==> src/rtl/wdt_pkg.sv <==
package wdt_pkg;

  typedef enum logic [1:0] {
    ADDR_CTRL  = 2'd0,
    ADDR_TMO   = 2'd1,
    ADDR_KEY   = 2'd2,
    ADDR_SPARE = 2'd3
  } wdt_addr_e;

  typedef enum logic {
    KEY_IDLE    = 1'b0,
    KEY_PENDING = 1'b1
  } key_state_e;

  localparam logic [7:0] KEY_FIRST  = 8'hAA;
  localparam logic [7:0] KEY_SECOND = 8'h55;

  localparam int CTRL_EN_BIT   = 0;
  localparam int CTRL_RST_BIT  = 1;
  localparam int CTRL_FLAG_BIT = 2;

endpackage

==> src/rtl/wdt_key_seq.sv <==
module wdt_key_seq
  import wdt_pkg::*;
(
  input  logic       clk,
  input  logic       rst_n,
  input  logic       armed,
  input  logic       clear,
  input  logic       wr_en,
  input  logic [1:0] wr_addr,
  input  logic [7:0] wr_byte,
  output logic       feed_ok,
  output logic       feed_bad
);

  key_state_e state_q, state_d;

  always_comb begin
    feed_ok  = 1'b0;
    feed_bad = 1'b0;
    state_d  = state_q;
    if (armed && wr_en) begin
      if (state_q == KEY_IDLE) begin
        if (wr_addr == ADDR_KEY) begin
          if (wr_byte == KEY_FIRST) state_d = KEY_PENDING;
          else                      feed_bad = 1'b1;
        end
      end else begin
        if (wr_addr == ADDR_KEY && wr_byte == KEY_SECOND) feed_ok  = 1'b1;
        else                                              feed_bad = 1'b1;
        state_d = KEY_IDLE;
      end
    end
    if (!armed || clear) state_d = KEY_IDLE;
  end

  always_ff @(posedge clk or negedge rst_n) begin
    if (!rst_n) state_q <= KEY_IDLE;
    else        state_q <= state_d;
  end

  // a valid restart only completes a pending first key
  a_r4_ok_after_first: assert property (@(posedge clk) disable iff (!rst_n)
    feed_ok |-> state_q == KEY_PENDING);

  // key writes are inert while disabled
  a_r3_inert_when_off: assert property (@(posedge clk) disable iff (!rst_n)
    (!armed && wr_en && wr_addr == ADDR_KEY) |-> !feed_ok && !feed_bad);

endmodule

==> src/rtl/wdt_countdown.sv <==
module wdt_countdown #(
  parameter int CNT_W   = 32,
  parameter int PRE_DIV = 4
) (
  input  logic             clk,
  input  logic             rst_n,
  input  logic             load,
  input  logic             stop,
  input  logic [CNT_W-1:0] reload_val,
  output logic [CNT_W-1:0] count,
  output logic             running,
  output logic             expire
);

  localparam int PRE_W = (PRE_DIV > 2) ? $clog2(PRE_DIV) : 1;
  localparam logic [PRE_W-1:0] PRE_LAST = PRE_W'(PRE_DIV - 1);
  localparam logic [CNT_W-1:0] CNT_ONE  = CNT_W'(1);

  logic [PRE_W-1:0] pre_q;
  logic             tick;

  function automatic logic [PRE_W-1:0] next_pre(input logic [PRE_W-1:0] p);
    return (p == PRE_LAST) ? '0 : p + PRE_W'(1);
  endfunction

  function automatic logic [CNT_W-1:0] next_count(input logic [CNT_W-1:0] c,
                                                  input logic step);
    return step ? c - CNT_ONE : c;
  endfunction

  assign tick   = running && (pre_q == PRE_LAST);
  assign expire = tick && (count == CNT_ONE);

  always_ff @(posedge clk or negedge rst_n) begin
    if (!rst_n) begin
      pre_q   <= '0;
      count   <= '0;
      running <= 1'b0;
    end else if (stop) begin
      pre_q   <= '0;
      running <= 1'b0;
    end else if (load) begin
      pre_q   <= '0;
      count   <= reload_val;
      running <= 1'b1;
    end else if (running) begin
      pre_q <= next_pre(pre_q);
      count <= next_count(count, tick);
    end
  end

  // a restart loads the timeout value and starts the count
  a_r4_reload: assert property (@(posedge clk) disable iff (!rst_n)
    (load && !stop) |=> (count == $past(reload_val)) && running);

  // one step per prescaler period
  a_r4_step: assert property (@(posedge clk) disable iff (!rst_n)
    (running && !load && !stop && pre_q == PRE_LAST) |=> count == $past(count) - CNT_ONE);

  // the fault stops the count before it can wrap
  a_r5_no_underflow: assert property (@(posedge clk) disable iff (!rst_n)
    running |-> count != '0);

endmodule

==> src/rtl/wdt_ctrl_regs.sv <==
module wdt_ctrl_regs
  import wdt_pkg::*;
#(
  parameter int CNT_W  = 32,
  parameter int MIN_TC = 256
) (
  input  logic             clk,
  input  logic             rst_n,
  input  logic             fault,
  input  logic             wr_en,
  input  logic [1:0]       wr_addr,
  input  logic [CNT_W-1:0] wr_data,
  output logic             en_q,
  output logic             rst_sel_q,
  output logic             flag_q,
  output logic             irq_q,
  output logic             rst_req_q,
  output logic [CNT_W-1:0] tc_q
);

  localparam logic [CNT_W-1:0] TC_FLOOR = CNT_W'(MIN_TC);

  function automatic logic [CNT_W-1:0] floor_tc(input logic [CNT_W-1:0] v);
    return (v < TC_FLOOR) ? TC_FLOOR : v;
  endfunction

  logic ctrl_wr, tmo_wr;
  assign ctrl_wr = wr_en && (wr_addr == ADDR_CTRL);
  assign tmo_wr  = wr_en && (wr_addr == ADDR_TMO);

  always_ff @(posedge clk or negedge rst_n) begin
    if (!rst_n) begin
      en_q      <= 1'b0;
      rst_sel_q <= 1'b0;
      flag_q    <= 1'b0;
      irq_q     <= 1'b0;
      rst_req_q <= 1'b0;
      tc_q      <= TC_FLOOR;
    end else begin
      rst_req_q <= 1'b0;
      if (fault) begin
        en_q   <= 1'b0;
        flag_q <= 1'b1;
        if (rst_sel_q) begin
          rst_req_q <= 1'b1;
          rst_sel_q <= 1'b0;
          tc_q      <= TC_FLOOR;
        end else begin
          irq_q <= 1'b1;
        end
      end else if (ctrl_wr) begin
        en_q      <= en_q | wr_data[CTRL_EN_BIT];
        rst_sel_q <= rst_sel_q | wr_data[CTRL_RST_BIT];
        if (!wr_data[CTRL_FLAG_BIT]) flag_q <= 1'b0;
      end else if (tmo_wr) begin
        tc_q <= floor_tc(wr_data);
      end
    end
  end

  // enable cannot be cleared by software
  a_r2_enable_sticky: assert property (@(posedge clk) disable iff (!rst_n)
    (en_q && !fault) |=> en_q);

  // timeout register never below the floor
  a_r6_tc_floor: assert property (@(posedge clk) disable iff (!rst_n)
    tc_q >= TC_FLOOR);

  // reset request is a single-cycle pulse
  a_r8_req_pulse: assert property (@(posedge clk) disable iff (!rst_n)
    rst_req_q |=> !rst_req_q);

  // interrupt stays latched
  a_r9_irq_hold: assert property (@(posedge clk) disable iff (!rst_n)
    irq_q |=> irq_q);

  // every fault leaves the flag set
  a_r10_flag_on_fault: assert property (@(posedge clk) disable iff (!rst_n)
    fault |=> flag_q);

endmodule

==> src/rtl/wdt_lock.sv <==
module wdt_lock #(
  parameter int CNT_W   = 32,
  parameter int PRE_DIV = 4,
  parameter int MIN_TC  = 256
) (
  input  logic             clk,
  input  logic             rst_n,
  input  logic             wr_en,
  input  logic [1:0]       wr_addr,
  input  logic [CNT_W-1:0] wr_data,
  output logic             en_o,
  output logic             rst_mode_o,
  output logic [CNT_W-1:0] count_o,
  output logic             rst_req_o,
  output logic             irq_o,
  output logic             flag_o
);

  logic             feed_ok, feed_bad, expire, running, fault, stop;
  logic [CNT_W-1:0] tc;

  assign fault = expire || feed_bad;
  assign stop  = fault || !en_o;

  wdt_ctrl_regs #(.CNT_W(CNT_W), .MIN_TC(MIN_TC)) u_regs (
    .clk(clk), .rst_n(rst_n), .fault(fault),
    .wr_en(wr_en), .wr_addr(wr_addr), .wr_data(wr_data),
    .en_q(en_o), .rst_sel_q(rst_mode_o), .flag_q(flag_o),
    .irq_q(irq_o), .rst_req_q(rst_req_o), .tc_q(tc)
  );

  wdt_key_seq u_key (
    .clk(clk), .rst_n(rst_n), .armed(en_o), .clear(fault),
    .wr_en(wr_en), .wr_addr(wr_addr), .wr_byte(wr_data[7:0]),
    .feed_ok(feed_ok), .feed_bad(feed_bad)
  );

  wdt_countdown #(.CNT_W(CNT_W), .PRE_DIV(PRE_DIV)) u_cnt (
    .clk(clk), .rst_n(rst_n), .load(feed_ok), .stop(stop),
    .reload_val(tc), .count(count_o), .running(running), .expire(expire)
  );

  // faults only arise while enabled
  a_r3_fault_needs_enable: assert property (@(posedge clk) disable iff (!rst_n)
    fault |-> en_o);

  // interrupt response never requests a reset
  a_r9_no_req_in_irq_mode: assert property (@(posedge clk) disable iff (!rst_n)
    (fault && !rst_mode_o) |=> !rst_req_o && irq_o);

  // the counter only runs while enabled
  a_r5_run_needs_enable: assert property (@(posedge clk) disable iff (!rst_n)
    running |-> en_o);

endmodule

==> config.mk <==
export PLATFORM = sky130hd
export DESIGN_NAME = wdt_lock
export DESIGN_NICKNAME = d
export VERILOG_FILES = /design/src/rtl/wdt_pkg.sv /design/src/rtl/wdt_key_seq.sv /design/src/rtl/wdt_countdown.sv /design/src/rtl/wdt_ctrl_regs.sv /design/src/rtl/wdt_lock.sv
export SDC_FILE = /design/constraint.sdc
export NUM_CORES = 1
export LEC_CHECK = 0
export BUFFER_PORTS_ARGS = -buffer_cell sky130_fd_sc_hd__buf_2
export CORE_MARGIN = 3
export CORE_UTILIZATION = 56
export DETAILED_ROUTE_END_ITERATION = 7
export GPL_TIMING_DRIVEN = 0
export MAX_ROUTING_LAYER = met4
export PLACE_DENSITY = 0.8
export SYNTH_ARGS = -nofsm -noshare
export SYNTH_HDL_FRONTEND = slang
export SYNTH_SLANG_ARGS = --single-unit
==> constraint.sdc <==
create_clock -name clk -period 2.95 [get_ports clk]
set_input_delay 0.1475 -clock clk [delete_from_list [all_inputs] [get_ports clk]]
set_output_delay 0.1475 -clock clk [all_outputs]
set_load 0.01 [all_outputs]
==> flow_summary.json, run 1 <==
{
  "grt_use_met2": 0.443,
  "synth_top_cell_area_share": 0.454,
  "viasPerCell": 6.42,
  "cts_tree": "done",
  "max_clock_freq_ghz": 0.370,
  "synth_cells": 407,
  "cts-buffers-inserted": 9,
  "synth_flop_cell": "dfrtp_1",
  "grt.overflow.total": 0,
  "crit_fanout": 6,
  "fin_nets": 534,
  "routed_wl_mm": 11.5,
  "yosys.area.top_type": "dfrtp_1",
  "gp_congestion": 0.898,
  "endpoint_kind": "flip-flop",
  "io_pins": 74,
  "cellLeakagePower_nw": 2.20,
  "hold_start": "wr_data[29]",
  "grt_pass1_vias": 3707,
  "avgRoutedWirePerCell_um": 19.4,
  "worst-r2r-cell-count": 8,
  "ctsResizeCount": 0,
  "grt_pass1_wl_mm": 19.0,
  "dp_cells": 577,
  "clk_latency_ns": 0.35,
  "synth_edf_count": 0,
  "totalPowerFinal_w": 0.00232,
  "yosys-top-cells-count": "dfrtp_1 (72), a21oi_1 (37), nor2_1 (35)",
  "finalHoldViolCount": 0,
  "num_antenna_cells": 0,
  "start_kind": "flip-flop",
  "yosysMostFrequentCell": "dfrtp_1",
  "grt_max_degree": 50,
  "fin_crit_ns": 2.70,
  "path_cells": "inv_1, ha_1, nor4b_1, nand2_1, nor3_1, nand2_1, o22ai_1, a22oi_1",
  "ant_nets": 0,
  "met3_usage": 0.0536,
  "drc": 0,
  "worst_ep_arrival_time_ns": 2.92,
  "netlist_area_sq_um": 3970,
  "ys_seq_area_frac": 0.461,
  "drive_gt1_frac": 0.299,
  "period_share": 0.916,
  "synth_area_leaders": "dfrtp_1 (45%), a22o_1 (5.7%), a21oi_1 (4.7%)",
  "use_met1": 0.413,
  "drt_first_pass_iters": 5,
  "antenna_found_initial": 0,
  "async_flop_share": 1.00,
  "ys_warn_count": 0,
  "ir_worst_vdd_v": 0.000263,
  "clk_pin_slew_worst_paths_ns": 0.08,
  "timing.setup.tns_ns": 0,
  "place_ws_ns": 0.377,
  "r2r_setup_slack_ns": 0.25,
  "port_buffers": 73,
  "tightest_slew_ns": 0.775,
  "grt_util_all_layers": 0.302,
  "fp.dieH_um": 90.2,
  "crit_buf_inv": 1,
  "cp_slowest_cell": "nor4b_1",
  "post_cts_buffers": 0,
  "h-tree-depth": 3,
  "synth_seq_cells": 73,
  "crit_family": "simple AND/OR/NAND/NOR gates",
  "rsz0062_at_grt": "no",
  "dieArea_sq_um": 8130,
  "cts.sinks": 73,
  "drv_slew": 0,
  "syn_nets": 447,
  "rows": 30,
  "max_stage_delay_ns": 0.65,
  "crit_required_ns": 3.17,
  "clock_skew_ns": 0.0123,
  "top_usage_layer": "met2",
  "min_path_cells": 2,
  "hold_end": "u_regs.tc_q[29]",
  "syn_to_final_growth_pct": 19.1,
  "crit-reg2reg-capture": "u_cnt.count[14]",
  "die_x_um": 90.2,
  "utilization": 0.691,
  "avgSynthCellArea_sq_um": 9.75,
  "cts-root-buf": "clkbuf_8",
  "status": "completed",
  "hold_class": "input pin to flip-flop",
  "r2r_start": "u_cnt.count[0]",
  "setup_slack_ns": 0.247,
  "setup_viol": 0,
  "maxCapViolCount": 0,
  "final_cells": 595,
  "relSlewSlack": 0.479,
  "core-area_sq_um": 6830,
  "crit_top_cell": "nand2_1",
  "synth.distinct_cells": 63,
  "powerDensity_nw_per_um2": 492,
  "drtIter0Drc": 418,
  "nFillCells": 562,
  "hpwlAfterDp_mm": 8.25,
  "vias": 3817,
  "clock_path_buffers": 2,
  "worstSetupPathType": "flip-flop to flip-flop",
  "start_util": 0.581
}
[per-layer routing]
metal | share of wire | vias to the layer above
li1 | - | 1717
met1 | 0.42 | 1836
met2 | 0.46 | 236
met3 | 0.092 | 28
met4 | 0.031 | 0
met5 | 0 | -
[per-stage QoR]
step           hold slack (ns)  instance area, sq um
3_3_place_gp             0.369                  4450
4_1_cts                 0.0182                  4720
5_1_grt                 0.0218                  4720
6_report                0.0251                  4720
3_5_place_dp            0.0868                  4480
2_1_floorplan           -0.148                  3970
[where the power goes]
part | switching (W) | internal [W]
clock | 0.000379 | 0.000498
sequential | 0.0000770 | 0.00111
combinational | 0.000127 | 0.000133
total | 0.000584 | 0.00174
[flip-flops by register name, summed over array words and instances, names as in the netlist]
register / count
u_regs.rst_req_q: 1
u_regs.tc_q: 32
u_cnt.count: 32
u_regs.flag_q: 1
u_regs.en_q: 1
u_regs.irq_q: 1
u_cnt.running: 1
u_cnt.pre_q: 2
u_regs.rst_sel_q: 1
u_key.state_q: 1
[final cells by class]
type | instances | area, sq um | share of cell area
buffer | 24 | 158 | 0.0334
clock buffer | 11 | 141 | 0.0299
clock inverter | 5 | 78.8 | 0.0167
inverter | 9 | 33.8 | 0.00715
multi-input combinational | 301 | 1950 | 0.412
sequential | 73 | 1830 | 0.387
tap | 96 | 120 | 0.0254
timing repair buffer | 76 | 415 | 0.0880
[worst register-to-register path, stage by stage (launching register included)]
cell and delay, ns:
dfrtp_1 0.45, inv_1 0.12, ha_1 0.26, nor4b_1 0.65, nand2_1 0.23, nor3_1 0.39
nand2_1 0.21, o22ai_1 0.17, a22oi_1 0.10
[cell families after synthesis]
family | after synthesis | share of synthesized area
buf+inv | 33 | 0.0483
flops | 73 | 0.461
fa+ha+maj | 3 | 0.00946
simple gates | 152 | 0.225
compound gates | 143 | 0.249
mux | 3 | 0.00757
[timing repair]
action,CTS,global route
endpoints found under the setup margin,0,0
hold buffers,2,0
hold endpoints to repair,25,0
[placed cells by master, fill, tap and decap left out, types with 3 or more instances in the layout]
cell / n
a21oi_1: 37
a21oi_2: 10
a22o_1: 26
a22o_2: 5
a22oi_1: 4
a31o_2: 4
and2_1: 4
and3_1: 3
buf_2: 79
buf_6: 6
clkbuf_1: 9
clkbuf_8: 10
dfrtp_1: 72
ha_1: 3
inv_1: 9
mux2i_1: 3
nand2_1: 17
nand3_1: 15
nand4_1: 6
nor2_1: 35
nor3_1: 15
nor3b_1: 3
nor4_1: 13
o21a_1: 3
o21ai_0: 33
o22ai_1: 4
or2_2: 7
or3_1: 6
[how the worst max path moves through the flow]
stage / cells past startpoint / endpoint / slack, ns / startpoint
6_report: 8 / u_cnt.count[14] / 0.25 / u_cnt.count[0]
2_1_floorplan: 8 / u_cnt.count[30] / 0.75 / u_cnt.count[0]
5_1_grt: 8 / u_cnt.count[14] / 0.09 / u_cnt.count[0]
4_1_cts: 8 / u_cnt.count[16] / 0.32 / u_cnt.count[0]
3_5_place_dp: 8 / u_cnt.count[16] / 0.38 / u_cnt.count[0]
3_3_place_gp: 8 / u_cnt.count[20] / 0.38 / u_cnt.count[0]
(Power assumes the default switching activity.)
==> run 2: changes to the inputs <==
CORE_UTILIZATION = 50   (was 56)
PLACE_DENSITY = 0.76   (was 0.8)
clock period = 2.35 ns   (was 2.95 ns; I/O delays follow)
==> flow_summary.json, run 2 (synthesis gave the netlist of run 1 again) <==
{
  "cts-buffers-inserted": 9,
  "violations": "negative setup slack",
  "cts_tree": "done",
  "final_cell_area_sq_um": 5230,
  "grt.overflow.total": 0,
  "setup_viol": 25,
  "vias": 3932,
  "r2r_start": "u_cnt.count[23]",
  "grt_max_degree": 47,
  "worst_ep_arrival_time_ns": 2.61,
  "dr_wl_met2_mm": 5.90,
  "hold_class": "input pin to flip-flop",
  "met3_wirelength_um": 852,
  "hold_start": "wr_data[20]",
  "place_ws_ns": -0.234,
  "status": "complete, but fails checks",
  "routed_wl_mm": 12.3,
  "layout.cells.most_common": "buf_2",
  "clock_skew_ns": 0.00608,
  "num_antenna_cells": 0,
  "powerDensity_nw_per_um2": 588,
  "syn_to_final_growth_pct": 31.9,
  "drt_first_pass_iters": 5,
  "worst-r2r-cell-count": 7,
  "worstSetupPathType": "flip-flop to flip-flop",
  "switchingPower_w": 0.000758,
  "cellLeakagePower_nw": 2.40,
  "drv_slew": 0,
  "start_kind": "flip-flop",
  "die_x_um": 95.1,
  "p_sw_frac": 0.246,
  "final_cell_mix": "buf_2 (75), dfrtp_1 (70), nor2_1 (35)",
  "rows": 31,
  "clk_latency_ns": 0.36,
  "p_comb_frac": 0.119,
  "crit_path_start": "u_cnt.count[23]",
  "fin_crit_ns": 2.38,
  "fp.dieH_um": 95.1,
  "viasPerCell": 6.21,
  "totalPowerFinal_w": 0.00308,
  "power_frac_clock": 0.397,
  "setup_slack_ns": -0.0348,
  "maxCapViolCount": 0,
  "crit-reg2reg-capture": "u_cnt.count[27]",
  "drtIter0Drc": 424,
  "grt_pass1_wl_mm": 19.5,
  "dieArea_sq_um": 9040,
  "gp_congestion": 0.916,
  "clock_path_buffers": 2,
  "min_path_cells": 2,
  "period_share": 1.01,
  "core-area_sq_um": 7490,
  "hold_end": "u_regs.tc_q[20]",
  "clk_pin_slew_worst_paths_ns": 0.08,
  "io_pins": 74,
  "avgRoutedWirePerCell_um": 19.5,
  "ant_nets": 0,
  "drive_gt1_frac": 0.354,
  "endpoint_kind": "flip-flop",
  "drc": 0,
  "max_clock_freq_ghz": 0.419,
  "largestRegisters": "u_cnt.count (32), u_regs.tc_q (32), u_cnt.pre_q (2)",
  "grt_pass1_vias": 3724,
  "nFillCells": 555,
  "r2r_setup_slack_ns": -0.03,
  "ir_worst_vdd_v": 0.000453,
  "placed_area_sq_um": 4490,
  "routed.top_layer": "met4",
  "cts.sinks": 73,
  "fin_nets": 569,
  "crit_fanout": 8,
  "h-tree-depth": 3,
  "tightest_slew_ns": 0.763,
  "port_buffers": 73,
  "rsz0062_at_grt": "yes",
  "hpwlAfterDp_mm": 8.20,
  "routedLengthMet1_mm": 5.23,
  "grt_util_all_layers": 0.291,
  "cts-root-buf": "clkbuf_8",
  "finalHoldViolCount": 0,
  "timing.setup.tns_ns": -0.314,
  "antenna_found_initial": 0,
  "internal_power_w": 0.00232,
  "relSlewSlack": 0.487,
  "start_util": 0.530,
  "power_frac_seq": 0.484,
  "crit_required_ns": 2.58
}
[run 2: changes by cell type in the layout (fill, tap and decap cells not counted), moves of 3 or more]
cell / before / now
dlygate4sd3_1: 2 / 23
buf_4: 2 / 16
a21oi_1: 37 / 32
a21oi_2: 10 / 15
buf_2: 79 / 75
clkbuf_1: 9 / 5
clkbuf_2: 1 / 5
buf_6: 6 / 9
nand3_1: 15 / 12
[run 2: power by group through the flow]
stage / Sequential [W] / Clock, W / Combinational, W
2_1_floorplan: 0.00149 / 0 / 0.000174
3_3_place_gp: 0.00151 / 0 / 0.000308
3_5_place_dp: 0.00151 / 0 / 0.000326
4_1_cts: 0.00149 / 0.00123 / 0.000359
5_1_grt: 0.00150 / 0.00127 / 0.000400
6_report: 0.00149 / 0.00122 / 0.000367
[run 2: worst max-delay path by stage]
stage,end,slack (ns),depth (start not counted)
after floorplan,u_cnt.count[30],0.15,8
after global placement,u_cnt.count[20],-0.16,8
after detailed placement,u_cnt.count[20],-0.23,8
after CTS,u_cnt.count[27],-0.03,7
after global routing,u_regs.tc_q[2],-0.10,8
final,u_cnt.count[27],-0.03,7
[run 2: through the flow]
step	hold slack, ns	cells	utilization
after global placement	0.338	579	0.595
final	0.00492	633	0.699
after CTS	0.00147	625	0.673
after global routing	0.0188	633	0.699
after detailed placement	0.0711	580	0.599
after floorplan	-0.178	407	-
[run 2: metal layers]
layer  track usage  vias to the layer above
li1              -                     1782
met1         0.387                     1951
met2         0.451                      176
met3        0.0434                       23
met4         0.111                        0
met5             -                        -
[run 2: repair_timing]
item / 4_1_cts / 5_1_grt
pin swaps: 3 / 3
endpoints found under the hold margin: 49 / 0
gates resized for setup: 10 / 38
setup buffers: 6 / 9
endpoints found under the setup margin: 58 / 62
hold buffers: 23 / 0
[run 2: area by class of cell]
cell class	count	area [sq um]	area share
plain buffers	23	175	0.0335
clock buffers	11	141	0.0270
clock inverters	5	103	0.0196
inverters	9	33.8	0.00646
multi-input cells	301	2080	0.398
flip-flops and latches	73	1830	0.350
well taps	99	124	0.0237
repair buffers	112	742	0.142
[run 2: critical path, stage by stage, from the launching register on]
cell and delay, ns:
dfrtp_1 0.41, or4_4 0.57, nor4_4 0.37, buf_4 0.19
nand3_4 0.12, or4_4 0.45, o21ai_2 0.07, a21oi_1 0.08
==> run 3: changes to the inputs <==
BUFFER_PORTS_ARGS = default   (was -buffer_cell sky130_fd_sc_hd__buf_2)
CORE_UTILIZATION = 57   (was 50)
DONT_BUFFER_PORTS = 1   (was default)
PLACE_DENSITY = 0.75   (was 0.76)
RECOVER_POWER = 100   (was default)
==> flow_summary.json, run 3 (synthesis gave the netlist of run 1 again) <==
{
  "status": "complete, but fails checks",
  "violations": "max-capacitance violations, max-slew violations, negative setup slack",
  "crit_required_ns": 2.59,
  "drtIter0Drc": 333,
  "max_clock_freq_ghz": 0.409,
  "viasPerCell": 6.91,
  "dieArea_sq_um": 8000,
  "relSlewSlack": -0.193,
  "fin_nets": 509,
  "cts-buffers-inserted": 9,
  "drv_slew": 74,
  "dp_cells": 484,
  "powerDensity_nw_per_um2": 608,
  "start_kind": "flip-flop",
  "endpoint_kind": "flip-flop",
  "routed_wl_mm": 12.6,
  "drive_gt1_frac": 0.253,
  "utilization": 0.765,
  "final_cells": 551,
  "grt.overflow.total": 0,
  "nFillCells": 427,
  "die_x_um": 89.4,
  "grt_pass1_vias": 3620,
  "ant_nets": 0,
  "final_cell_mix": "dfrtp_1 (67), nor2_1 (35), dlygate4sd3_1 (34)",
  "antenna_found_initial": 0,
  "hold_class": "input pin to flip-flop",
  "ir_worst_vdd_v": 0.000574,
  "clk_latency_ns": 0.35,
  "start_util": 0.607,
  "largestRegisters": "u_cnt.count (32), u_regs.tc_q (32), u_cnt.pre_q (2)",
  "avgRoutedWirePerCell_um": 22.8,
  "worst_ep_arrival_time_ns": 2.68,
  "clk_pin_slew_worst_paths_ns": 0.08,
  "port_buffers": 0,
  "tightest_slew_ns": 1.79,
  "finalHoldViolCount": 0,
  "hpwlAfterDp_mm": 7.76,
  "core-area_sq_um": 6530,
  "rows": 29,
  "gp_congestion": 0.893,
  "cts_tree": "done",
  "period_share": 1.04,
  "timing.setup.tns_ns": -1.72,
  "rsz0062_at_grt": "yes",
  "grt_max_degree": 74,
  "setup_viol": 34,
  "multi_input_area_sq_um": 2100,
  "io_pins": 74,
  "worstSetupPathType": "flip-flop to flip-flop",
  "num_antenna_cells": 0,
  "grt_pass1_wl_mm": 18.7,
  "h-tree-depth": 3,
  "syn_to_final_growth_pct": 26.0,
  "setup_slack_ns": -0.0931,
  "regArea_sq_um": 1830,
  "clock_path_buffers": 2,
  "layout.cells.most_common": "dfrtp_1",
  "drt_first_pass_iters": 5,
  "drc": 0,
  "fin_crit_ns": 2.44,
  "maxCapViolCount": 1,
  "vias": 3806,
  "grt_util_all_layers": 0.322,
  "cellLeakagePower_nw": 2.14,
  "cts.sinks": 73,
  "fp.dieH_um": 89.4,
  "clock_skew_ns": 0.0123,
  "crit_fanout": 7,
  "cts-root-buf": "clkbuf_8"
}
[run 3: through the flow]
step / total power (W) / setup slack [ns] / hold slack [ns] / area, sq um
floorplan: 0.00167 / 0.151 / -0.178 / 3970
global placement: 0.00173 / -0.245 / -0.176 / 4060
detailed placement: 0.00174 / -0.320 / -0.176 / 4060
CTS: 0.00301 / -0.0577 / 0.0138 / 4820
global route: 0.00314 / -0.198 / 0.0541 / 5000
finish: 0.00304 / -0.0931 / 0.0426 / 5000
[run 3: path summary, 6_finish.rpt]
path,start,endpoint,slack [ns],cells after the start
hold / removal,wr_addr[1],u_regs.flag_q,0.04,4
hold reg to reg,u_regs.tc_q[8],u_regs.tc_q[8],0.50,2
max in group asynchronous,rst_n,u_cnt.count[22],0.35,2
setup / recovery,u_cnt.count[16],u_regs.tc_q[23],-0.09,10
min in group asynchronous,rst_n,u_cnt.count[6],0.81,2
setup reg to reg,u_cnt.count[16],u_regs.tc_q[23],-0.09,10
[run 3: critical path, cell delays in order (launching register included)]
cell and delay, ns:
dfrtp_2 0.46, or3_1 0.39, buf_6 0.14, nor4_4 0.25, buf_4 0.19, nand4_4 0.12, nand2_4 0.16, a21oi_4 0.07
buf_12 0.15, buf_4 0.14, a22o_2 0.25
[run 3: layout make-up]
cell class | instances | share of cell area
Sequential cell | 73 | 0.367
Clock buffer | 11 | 0.0283
Tap cell | 77 | 0.0193
Clock inverter | 5 | 0.0205
Inverter | 9 | 0.00676
Multi-Input combinational cell | 301 | 0.420
Timing Repair Buffer | 53 | 0.102
Buffer | 22 | 0.0370
[run 3: where the power goes]
part           internal [W]  switching, W  leakage [nW]  total, W
Sequential          0.00139      0.000126         0.932   0.00152
Combinational      0.000180      0.000132          1.08  0.000312
Clock              0.000733      0.000478         0.120   0.00121
[run 3: layer usage]
layer	vias to the layer above	GRT usage	part of all wire
met2	221	0.520	0.49
li1	1670	-	-
met5	-	-	0
met4	0	0.0988	0.022
met1	1880	0.399	0.39
met3	35	0.0802	0.098
[run 3: repair_timing]
| item | CTS | global route |
|---|---|---|
| hold endpoints to repair | 109 | 0 |
| gates resized for setup | 32 | 28 |
| cloned | 1 | 2 |
| buffers inserted | 3 | 12 |
| hold buffers | 35 | 0 |
| setup endpoints to repair | 61 | 64 |
| pin swaps | 9 | 24 |
